`config.mk`:
```
export PLATFORM = sky130hd
export DESIGN_NAME = chain_rx_dma
export DESIGN_NICKNAME = d
export VERILOG_FILES = /design/src/rtl/chain_rx_dma.sv
export SDC_FILE = /design/constraint.sdc
export NUM_CORES = 1
export LEC_CHECK = 0
export ABC_AREA = 0
export BUFFER_PORTS_ARGS = -buffer_cell sky130_fd_sc_hd__buf_2
export CAP_MARGIN = 20
export CORE_MARGIN = 2
export CORE_UTILIZATION = 45
export CTS_CLUSTER_SIZE = 12
export DETAILED_ROUTE_END_ITERATION = 10
export HOLD_SLACK_MARGIN = 0.03
export PLACE_DENSITY = 0.72
export SLEW_MARGIN = 20
export SYNTH_ARGS = -nofsm -noshare
export SYNTH_HDL_FRONTEND = slang
export SYNTH_SLANG_ARGS = --single-unit
```
`constraint.sdc`:
```
create_clock -name clk -period 3.1 [get_ports clk]
set_clock_uncertainty 0.2 [all_clocks]
set_input_delay 0.31 -clock clk [delete_from_list [all_inputs] [get_ports clk]]
set_output_delay 0.31 -clock clk [all_outputs]
set_load 0.03 [all_outputs]
```
`src/rtl/chain_rx_dma.sv`:
```
module chain_rx_dma #(
  parameter int DW = 32,
  parameter int AW = 19
) (
  input  logic          clk,
  input  logic          rst_n,
  input  logic          cfg_we,
  input  logic [2:0]    cfg_addr,
  input  logic [DW-1:0] cfg_wdata,
  input  logic          s_valid,
  input  logic [DW-1:0] s_data,
  output logic          s_ready,
  output logic          mem_en,
  output logic          mem_we,
  output logic [AW-1:0] mem_addr,
  output logic [DW-1:0] mem_wdata,
  input  logic [DW-1:0] mem_rdata,
  output logic          busy,
  output logic          done
);
  localparam logic [2:0] A_IDX = 3'd0, A_MOD = 3'd1, A_CNT = 3'd2, A_LNK = 3'd3, A_CTL = 3'd4;
  localparam int B_EN = 0, B_RX = 1, B_CH = 2;
  localparam logic [2:0] PH_LAST = 3'd4;

  typedef enum logic [1:0] {S_IDLE, S_XFER, S_LOAD} st_t;

  st_t           st;
  logic [AW-1:0] idx, mdf, lnk;
  logic [DW-1:0] cnt;
  logic [2:0]    ctl, ph;
  logic          done_q;

  wire idle   = (st == S_IDLE);
  wire wr_ctl = cfg_we && cfg_addr == A_CTL && idle;
  wire wr_lnk = cfg_we && cfg_addr == A_LNK && st != S_LOAD;

  wire [2:0]    ctl_n = wr_ctl ? cfg_wdata[2:0] : ctl;
  wire [AW-1:0] lnk_n = wr_lnk ? cfg_wdata[AW-1:0] : lnk;
  wire          cnt_z = (cnt == '0);

  wire start  = idle && (wr_ctl || wr_lnk) && ctl_n[B_EN] && ctl_n[B_RX] &&
                (!cnt_z || (ctl_n[B_CH] && lnk_n != '0));
  wire accept = (st == S_XFER) && s_valid;
  wire [AW-1:0] nxt = mem_rdata[AW-1:0];

  assign s_ready   = (st == S_XFER);
  assign mem_we    = accept;
  assign mem_en    = accept || (st == S_LOAD && ph != PH_LAST);
  assign mem_addr  = (st == S_LOAD) ? lnk - {{(AW-3){1'b0}}, ph} : idx;
  assign mem_wdata = s_data;
  assign busy      = !idle;
  assign done      = done_q;

  always_ff @(posedge clk) begin
    if (!rst_n) begin
      st <= S_IDLE; idx <= '0; mdf <= '0; lnk <= '0; cnt <= '0;
      ctl <= '0; ph <= '0; done_q <= 1'b0;
    end else begin
      done_q <= 1'b0;
      if (cfg_we && idle) begin
        if (cfg_addr == A_IDX) idx <= cfg_wdata[AW-1:0];
        if (cfg_addr == A_MOD) mdf <= cfg_wdata[AW-1:0];
        if (cfg_addr == A_CNT) cnt <= cfg_wdata;
      end
      if (wr_ctl) ctl <= cfg_wdata[2:0];
      if (wr_lnk) lnk <= cfg_wdata[AW-1:0];
      case (st)
        S_IDLE: if (start) begin
          st <= cnt_z ? S_LOAD : S_XFER;
          ph <= '0;
        end
        S_XFER: if (accept) begin
          idx <= idx + mdf;
          cnt <= cnt - 1'b1;
          if (cnt == {{(DW-1){1'b0}}, 1'b1}) begin
            if (ctl[B_CH] && lnk_n != '0) begin
              st <= S_LOAD;
              ph <= '0;
            end else begin
              st <= S_IDLE;
              done_q <= 1'b1;
            end
          end
        end
        S_LOAD: begin
          ph <= ph + 3'd1;
          case (ph)
            3'd1: idx <= nxt;
            3'd2: mdf <= nxt;
            3'd3: cnt <= mem_rdata;
            PH_LAST: begin
              lnk <= nxt;
              ph  <= '0;
              if (!cnt_z) st <= S_XFER;
              else if (nxt == '0) begin
                st <= S_IDLE;
                done_q <= 1'b1;
              end
            end
            default: ;
          endcase
        end
        default: st <= S_IDLE;
      endcase
    end
  end
endmodule


```
==> results of run 1 <==
-- critical path: stages, from the launching register on --
cell and delay (ns):
dfxtp_2 0.34, or4_4 0.55, or3_4 0.44, nor3_4 0.13, buf_4 0.14, nand2_2 0.05
xor2_1 0.15, a21oi_1 0.16, buf_4 0.19
-- sequential cells by signal (all words and copies together), names as in the netlist --
signal	cells
lnk	19
ph	3
st	2
done	1
mdf	19
cnt	32
ctl	3
idx	19
-- stage by stage --
stage	utilization [%]	setup slack [ns]	cells	total power, mW
3_5_place_dp	49.74	0.2696	1168	2.158
4_1_cts	52.10	0.007076	1189	3.398
6_report	52.61	0.06944	1190	3.421
3_3_place_gp	49.74	0.3581	1168	2.154
5_1_grt	52.61	-0.03028	1190	3.548
2_1_floorplan	-	0.2259	912	1.943
-- cell families after synthesis --
kind of cell	count (synthesis)
multiplexers	99
flip-flops	98
AND/OR/NAND/NOR	278
AO/OA/AOI/OAI	244
XOR/XNOR	46
buffers and inverters	112
adder cells (fa/ha/maj)	35
-- worst max path at each step --
stage                     cells after the start  slack [ns]           end
final                                         8        0.07  mem_addr[16]
after global routing                         10       -0.03  mem_addr[13]
after CTS                                     8       0.007  mem_addr[16]
after detailed placement                      9        0.27         ph[0]
after global placement                       10        0.36  mem_addr[11]
after floorplan                               8        0.23  mem_addr[17]
-- metal layers --
layer / routed length [um] / global-route usage (%) / share of wire, %
met1: 10300 / 37.28 / 41
met2: 11230 / 43.49 / 45
met3: 2568 / 6.997 / 10
met4: 942 / 11.84 / 3.8
met5: 0 / 0 / 0
-- cell type report --
class	instances	area [sq um]	share of cell area (%)
multi-input combinational	702	4947	58.98
tap	216	270.3	3.222
clock buffer	10	229.0	2.730
sequential	98	1968	23.46
inverter	25	93.84	1.119
clock inverter	6	91.34	1.089
timing repair buffer	133	788.3	9.397
-- cell usage after synthesis, drive strengths merged (7+ instances only) --
| cell type | instances | area (sq um) |
|---|---|---|
| dfxtp | 98 | 1962 |
| buf | 42 | 280.3 |
| inv | 24 | 90.09 |
| a21oi | 54 | 270.3 |
| or3 | 9 | 61.31 |
| nor2 | 104 | 390.4 |
| nand2b | 9 | 56.30 |
| xor2 | 24 | 210.2 |
| a22oi | 15 | 112.6 |
| ha | 33 | 412.9 |
| nand4 | 11 | 75.07 |
| a31oi | 14 | 87.58 |
| o21ai | 24 | 120.1 |
| xnor2 | 22 | 192.7 |
| mux2i | 97 | 970.9 |
| nand2 | 50 | 187.7 |
| o22ai | 34 | 212.7 |
| nor3 | 16 | 80.08 |
| a21o | 7 | 52.55 |
| nor4 | 24 | 171.4 |
| clkbuf | 45 | 168.9 |
| nand3 | 22 | 115.1 |
| a211oi | 43 | 322.8 |
-- power by group --
group | leakage [nW] | internal [mW] | switching, mW | total (mW)
Clock | 0.157 | 0.712 | 0.540 | 1.25
Sequential | 0.795 | 1.29 | 0.0370 | 1.33
Combinational | 2.64 | 0.317 | 0.524 | 0.841
Total | 3.59 | 2.32 | 1.10 | 3.42
-- what timing repair did --
| action | CTS | global route |
|---|---|---|
| endpoints found under the hold margin | 5 | 0 |
| pin swaps | 0 | 4 |
| hold buffers | 5 | 0 |
| cloned | 0 | 0 |
| resized for setup | 2 | 23 |
| setup buffers | 0 | 1 |
| endpoints found under the setup margin | 5 | 9 |
==> out/results.tsv, run 1 <==
stage	metric	value	unit
status	status	completed	
sta	max-slew-margin-rel	53.83	%
global_route	grt_max_degree	44	
clock_tree	clk_pin_slew_worst_paths	0.07	ns
route	dr.pass1.iters	5	
global_route	grtUsageTotal	28.11	%
clock_tree	numClockSinks	98	
logic_synthesis	syn_area_per_cell	8.092	sq um
route	drc	0	
floorplanning	start_util	46.29	%
worst_setup_path	critPathMaxFanout	4	
cells_and_area	fin_area	8388	sq um
logic_synthesis	synth-adder-area-share	6.138	%
worst_setup_path	critPathKind	reg -> out	
logic_synthesis	postSynthCellCount	912	
route	drt-total-wl	25030	um
cells_and_area	n_antenna_cell	0	
worst_setup_path	cp-end-kind	primary output	
placed_design	io_buffers	94	
power	power_density	407.9	nW/um^2
floorplanning	dieHeight	132.1	um
cells_and_area	layout_common_cells	nor2_1 (103), mux2i_1 (97), dfxtp_1 (93)	
cells_and_area	nets	1107	
min_path	hp-class	in -> reg	
clock_tree	clk_path_buf_depth	2	
placed_design	hpwlAfterDp	17640	um
global_route	grt_pass1_wl	38860	um
logic_synthesis	synth_seq_cells	98	
clock_tree	cts_tree	yes	
clock_tree	clock_latency	0.36	ns
placed_design	place_congestion	0.9561	
logic_synthesis	synthXorXnorAreaFrac	5.459	%
route	ant_nets	0	
clock_tree	clock-root-buffer	clkbuf_16	
worst_setup_path	startpoint	lnk[11]	
sta	fmax	0.3300	GHz
power	peakVddDrop	0.2935	mV
logic_synthesis	synthMuxAreaShare	13.46	%
min_path	min_from	cfg_wdata[23]	
logic_synthesis	syn_area	7380	sq um
cells_and_area	drive_gt1_share	18.07	%
min_path	hold_end	cnt[23]	
clock_tree	cts_buffers	9	
cells_and_area	final_common_cell	nor2_1	
worst_setup_path	rr_worst_depth	9	
power	power_leakage	3.594	nW
floorplanning	ios	159	
floorplanning	die_w	132.1	um
logic_synthesis	syn_nets	1050	
floorplanning	dieArea	17440	sq um
sta	fin_setup_tns	0	ns
route	drtIter0Drc	876	
logic_synthesis	synth_cell_types	68	
sta	min_period	3.031	ns
logic_synthesis	synth_edf_count	0	
logic_synthesis	synth_compound_area_share	22.23	%
worst_setup_path	required	2.59	ns
sta	rsz0062_at_grt	yes	
logic_synthesis	synth_seq_area_share	26.59	%
worst_setup_path	r2r_slack	0.23	ns
sta	tightestPinTransition	0.6915	ns
logic_synthesis	synth_ff_type	dfxtp_1	
global_route	antenna_found_initial	0	
sta	maxSlewViolCount	0	
floorplanning	row_count	46	
sta	setup_viol	0	
route	drt-wirelength-per-cell	21.04	um
worst_setup_path	r2r_end	ph[0]	
logic_synthesis	yosysWarnings	0	
sta	period_share	97.76	%
route	viasPerCell	6.344	
logic_synthesis	synthArstFlopShare	0	%
flow_run	cap_violations	0	
cells_and_area	synthToLayoutAreaGrowth	13.67	%
route	num_vias	7549	
logic_synthesis	synth_top_family_by_area	compound AO/OA/AOI/OAI gates	
worst_setup_path	r2r-start	st[0]	
logic_synthesis	synth-simple-area-share	18.77	%
min_path	whs_path_depth	3	
sta	hold_ws	0.04234	ns
sta	hold_viol	0	
placed_design	placed_area	7930	sq um
worst_setup_path	arrival	2.52	ns
cells_and_area	fillers	1491	
global_route	overflow	0	
floorplanning	core	15940	sq um
global_route	first_global_vias	6902	
clock_tree	htree_levels	3	
worst_setup_path	startpoint_type	register	
No activity file was read; power rests on OpenSTA's default activity.
==> run 2: changes to the inputs <==
- ABC_AREA: 0 -> 1
- PLACE_DENSITY: 0.72 -> 0.71
==> run 2 against run 1 <==
  * Largest power group is now combinational logic
  * Final area is 9.9% higher
  * Synthesized area is 11% higher
  * Power is 81% higher
  * Clock-buffer cell count is 2 higher
  * Clock power hardly changed
  * Flip-flop and latch count stayed put
  * Largest cell class unchanged
  * Synthesized cell count is 47% higher
  * Highest routed layer unchanged
  * Sequential power is 18% higher
  * Fmax is 0.84% higher
  * Global-route usage is 0.088 points higher
  * Die area is 10% higher
  * Core utilization is 1.1 points lower
==> out/results.tsv, run 2 <==
stage	metric	value	unit
logic_synthesis	synth_top_family_by_area	simple AND/OR/NAND/NOR gates	
sta	tightestPinTransition	0.8483	ns
logic_synthesis	postSynthCellCount	1344	
cells_and_area	n_antenna_cell	0	
power	power_density	672.5	nW/um^2
logic_synthesis	synth_seq_cells	98	
sta	max-slew-margin-rel	43.31	%
floorplanning	dieArea	19220	sq um
route	dr.pass1.iters	6	
route	drc	0	
floorplanning	dieHeight	138.6	um
cells_and_area	top_register	cnt	
worst_setup_path	critPathMaxFanout	3	
cells_and_area	layout_common_cells	nand2_1 (289), inv_1 (190), o21ai_0 (172)	
sta	setup_viol	0	
sta	min_period	3.005	ns
floorplanning	ios	159	
cells_and_area	nets	1547	
logic_synthesis	synth_edf_count	0	
route	ant_nets	0	
route	drt-total-wl	28050	um
sta	fmax	0.3327	GHz
clock_tree	clock_latency	0.36	ns
global_route	grt_max_degree	39	
logic_synthesis	syn_area	8158	sq um
worst_setup_path	r2r_slack	0.41	ns
logic_synthesis	syn_area_per_cell	6.070	sq um
placed_design	place_congestion	0.9495	
worst_setup_path	cp-end-kind	primary output	
route	drt-wirelength-per-cell	17.07	um
flow_run	cap_violations	0	
floorplanning	start_util	45.57	%
clock_tree	numClockSinks	98	
min_path	hp-class	in -> reg	
worst_setup_path	startpoint	ph[2]	
clock_tree	clk_path_buf_depth	2	
clock_tree	clk_pin_slew_worst_paths	0.07	ns
power	peakVddDrop	0.3415	mV
status	status	completed	
placed_design	io_buffers	94	
logic_synthesis	synth_seq_area_share	24.05	%
global_route	antenna_found_initial	0	
power	power_leakage	4.784	nW
worst_setup_path	required	2.59	ns
logic_synthesis	synth_ff_type	dfxtp_1	
global_route	first_global_vias	8282	
logic_synthesis	synth_area_leaders	dfxtp_1 (24%), nand2_1 (13%), o21ai_0 (11%), inv_1 (8.9%), nor2_1 (6.9%)	
worst_setup_path	r2r-start	st[0]	
logic_synthesis	synthArstFlopShare	0	%
route	drtIter0Drc	944	
global_route	overflow	0	
power	fin_total_pwr	6.201	mW
logic_synthesis	synth_top_area_share	24.05	%
worst_setup_path	arrival	2.50	ns
global_route	grt_pass1_wl	43510	um
sta	hold_viol	0	
floorplanning	row_count	49	
worst_setup_path	r2r_end	ph[0]	
cells_and_area	drive_gt1_share	14.99	%
logic_synthesis	synth_compound_area_share	24.37	%
logic_synthesis	synth-simple-area-share	28.22	%
logic_synthesis	synth-adder-area-share	5.552	%
floorplanning	die_w	138.6	um
logic_synthesis	syn_nets	1482	
worst_setup_path	startpoint_type	register	
floorplanning	core	17900	sq um
sta	maxSlewViolCount	0	
cells_and_area	synthToLayoutAreaGrowth	13.02	%
worst_setup_path	rr_worst_depth	16	
worst_setup_path	endpoint	mem_addr[15]	
clock_tree	clock-root-buffer	clkbuf_16	
route	num_vias	9139	
cells_and_area	largest_reg_flops	32	
sta	fin_setup_tns	0	ns
logic_synthesis	synth_area_leader_cell	dfxtp_1	
clock_tree	htree_levels	3	
logic_synthesis	synth_cell_types	54	
clock_tree	cts_tree	yes	
logic_synthesis	yosysWarnings	0	
placed_design	hpwlAfterDp	21260	um
clock_tree	cts_buffers	9	
global_route	grtUsageTotal	28.19	%
logic_synthesis	yosys-top-cells-count	nand2_1 (292), inv_1 (194), o21ai_0 (175), nor2_1 (151), dfxtp_1 (98)	
sta	rsz0062_at_grt	yes	
cells_and_area	final_common_cell	nand2_1	
logic_synthesis	synth_most_common_cell	nand2_1	
route	viasPerCell	5.562	
worst_setup_path	critPathKind	reg -> out	
sta	period_share	96.95	%
logic_synthesis	synthXorXnorAreaFrac	1.933	%
logic_synthesis	synthMuxAreaShare	0.9356	%
run 2: cell types whose count changed in the layout (fill, tap and decap cells not counted), sizes merged, moves of 34 or more:
cell    change
a211oi     -41
a21oi      +34
inv       +174
mux2i      -95
nand2     +250
nor2       +56
o21ai     +164
run 2: cells by family after synthesis:
family | after synthesis
simple gates | 547
compound gates | 356
buf+inv | 283
flops | 98
fa+ha+maj | 35
xor+xnor | 18
mux | 7
run 2: final cells by class:
cell class,instances,area (sq um)
clock buffer,12,256.5
inverter,200,755.7
tap,229,286.5
timing repair buffer,137,828.3
sequential,98,1967
fill,1847,8682
multi-input combinational,963,5052
clock inverter,4,73.82
run 2: how the worst min path moves through the flow:
stage	from	endpoint	slack (ns)	depth (start not counted)
detailed placement	cnt[23]	cnt[23]	0.34	2
finish	mem_rdata[31]	cnt[31]	0.04	5
global route	mem_rdata[3]	lnk[3]	0.05	3
global placement	cnt[23]	cnt[23]	0.33	2
CTS	mem_rdata[31]	cnt[31]	0.04	5
floorplan	mem_rdata[5]	lnk[5]	0.26	2
run 2: power breakdown:
| part | switching (mW) | internal, mW | leakage (nW) |
|---|---|---|---|
| Clock | 0.524 | 0.753 | 0.163 |
| Sequential | 0.152 | 1.41 | 0.797 |
| Combinational | 2.20 | 1.16 | 3.82 |
run 2: metrics by stage:
stage	instances	util, %	hold WS (ns)	worst slack [ns]	cell area (sq um)
2_1_floorplan	1344	-	0.2618	0.1576	8158
3_3_place_gp	1616	48.62	0.3312	0.2057	8705
3_5_place_dp	1616	48.62	0.3361	0.1352	8705
4_1_cts	1642	51.17	0.03911	-0.06754	9161
5_1_grt	1643	51.50	0.05430	-0.1251	9220
6_report	1643	51.50	0.04158	0.09470	9220
run 2: worst max-delay path, cell delays in order, from the launching register on:
cell      delay, ns
dfxtp_2        0.33
inv_2          0.05
ha_4           0.22
a21oi_2        0.12
nand2_1        0.07
nor2_2         0.12
nand2_2        0.10
nor3_4         0.16
nand2_2        0.11
nor2_4         0.13
nand2_2        0.08
nor2_4         0.10
inv_2          0.04
o21bai_1       0.13
nand3_1        0.09
o21ai_1        0.09
buf_4          0.18
run 2: metal layers:
layer | share of wire (%) | wire (um) | vias up | global-route usage [%]
met5 | 0 | 0 | - | 0
met2 | 45 | 12710 | 422 | 45.78
met4 | 5.6 | 1557 | 0 | 15.79
li1 | - | - | 4492 | -
met1 | 42 | 11690 | 4131 | 36.40
met3 | 7.5 | 2090 | 94 | 3.557
run 2: timing repair:
| action | CTS | global route |
|---|---|---|
| gates resized for setup | 11 | 21 |
| pin swaps | 8 | 12 |
| setup endpoints to repair | 3 | 8 |
| hold endpoints to repair | 5 | 0 |
| setup buffers | 5 | 1 |
| hold buffers | 5 | 0 |
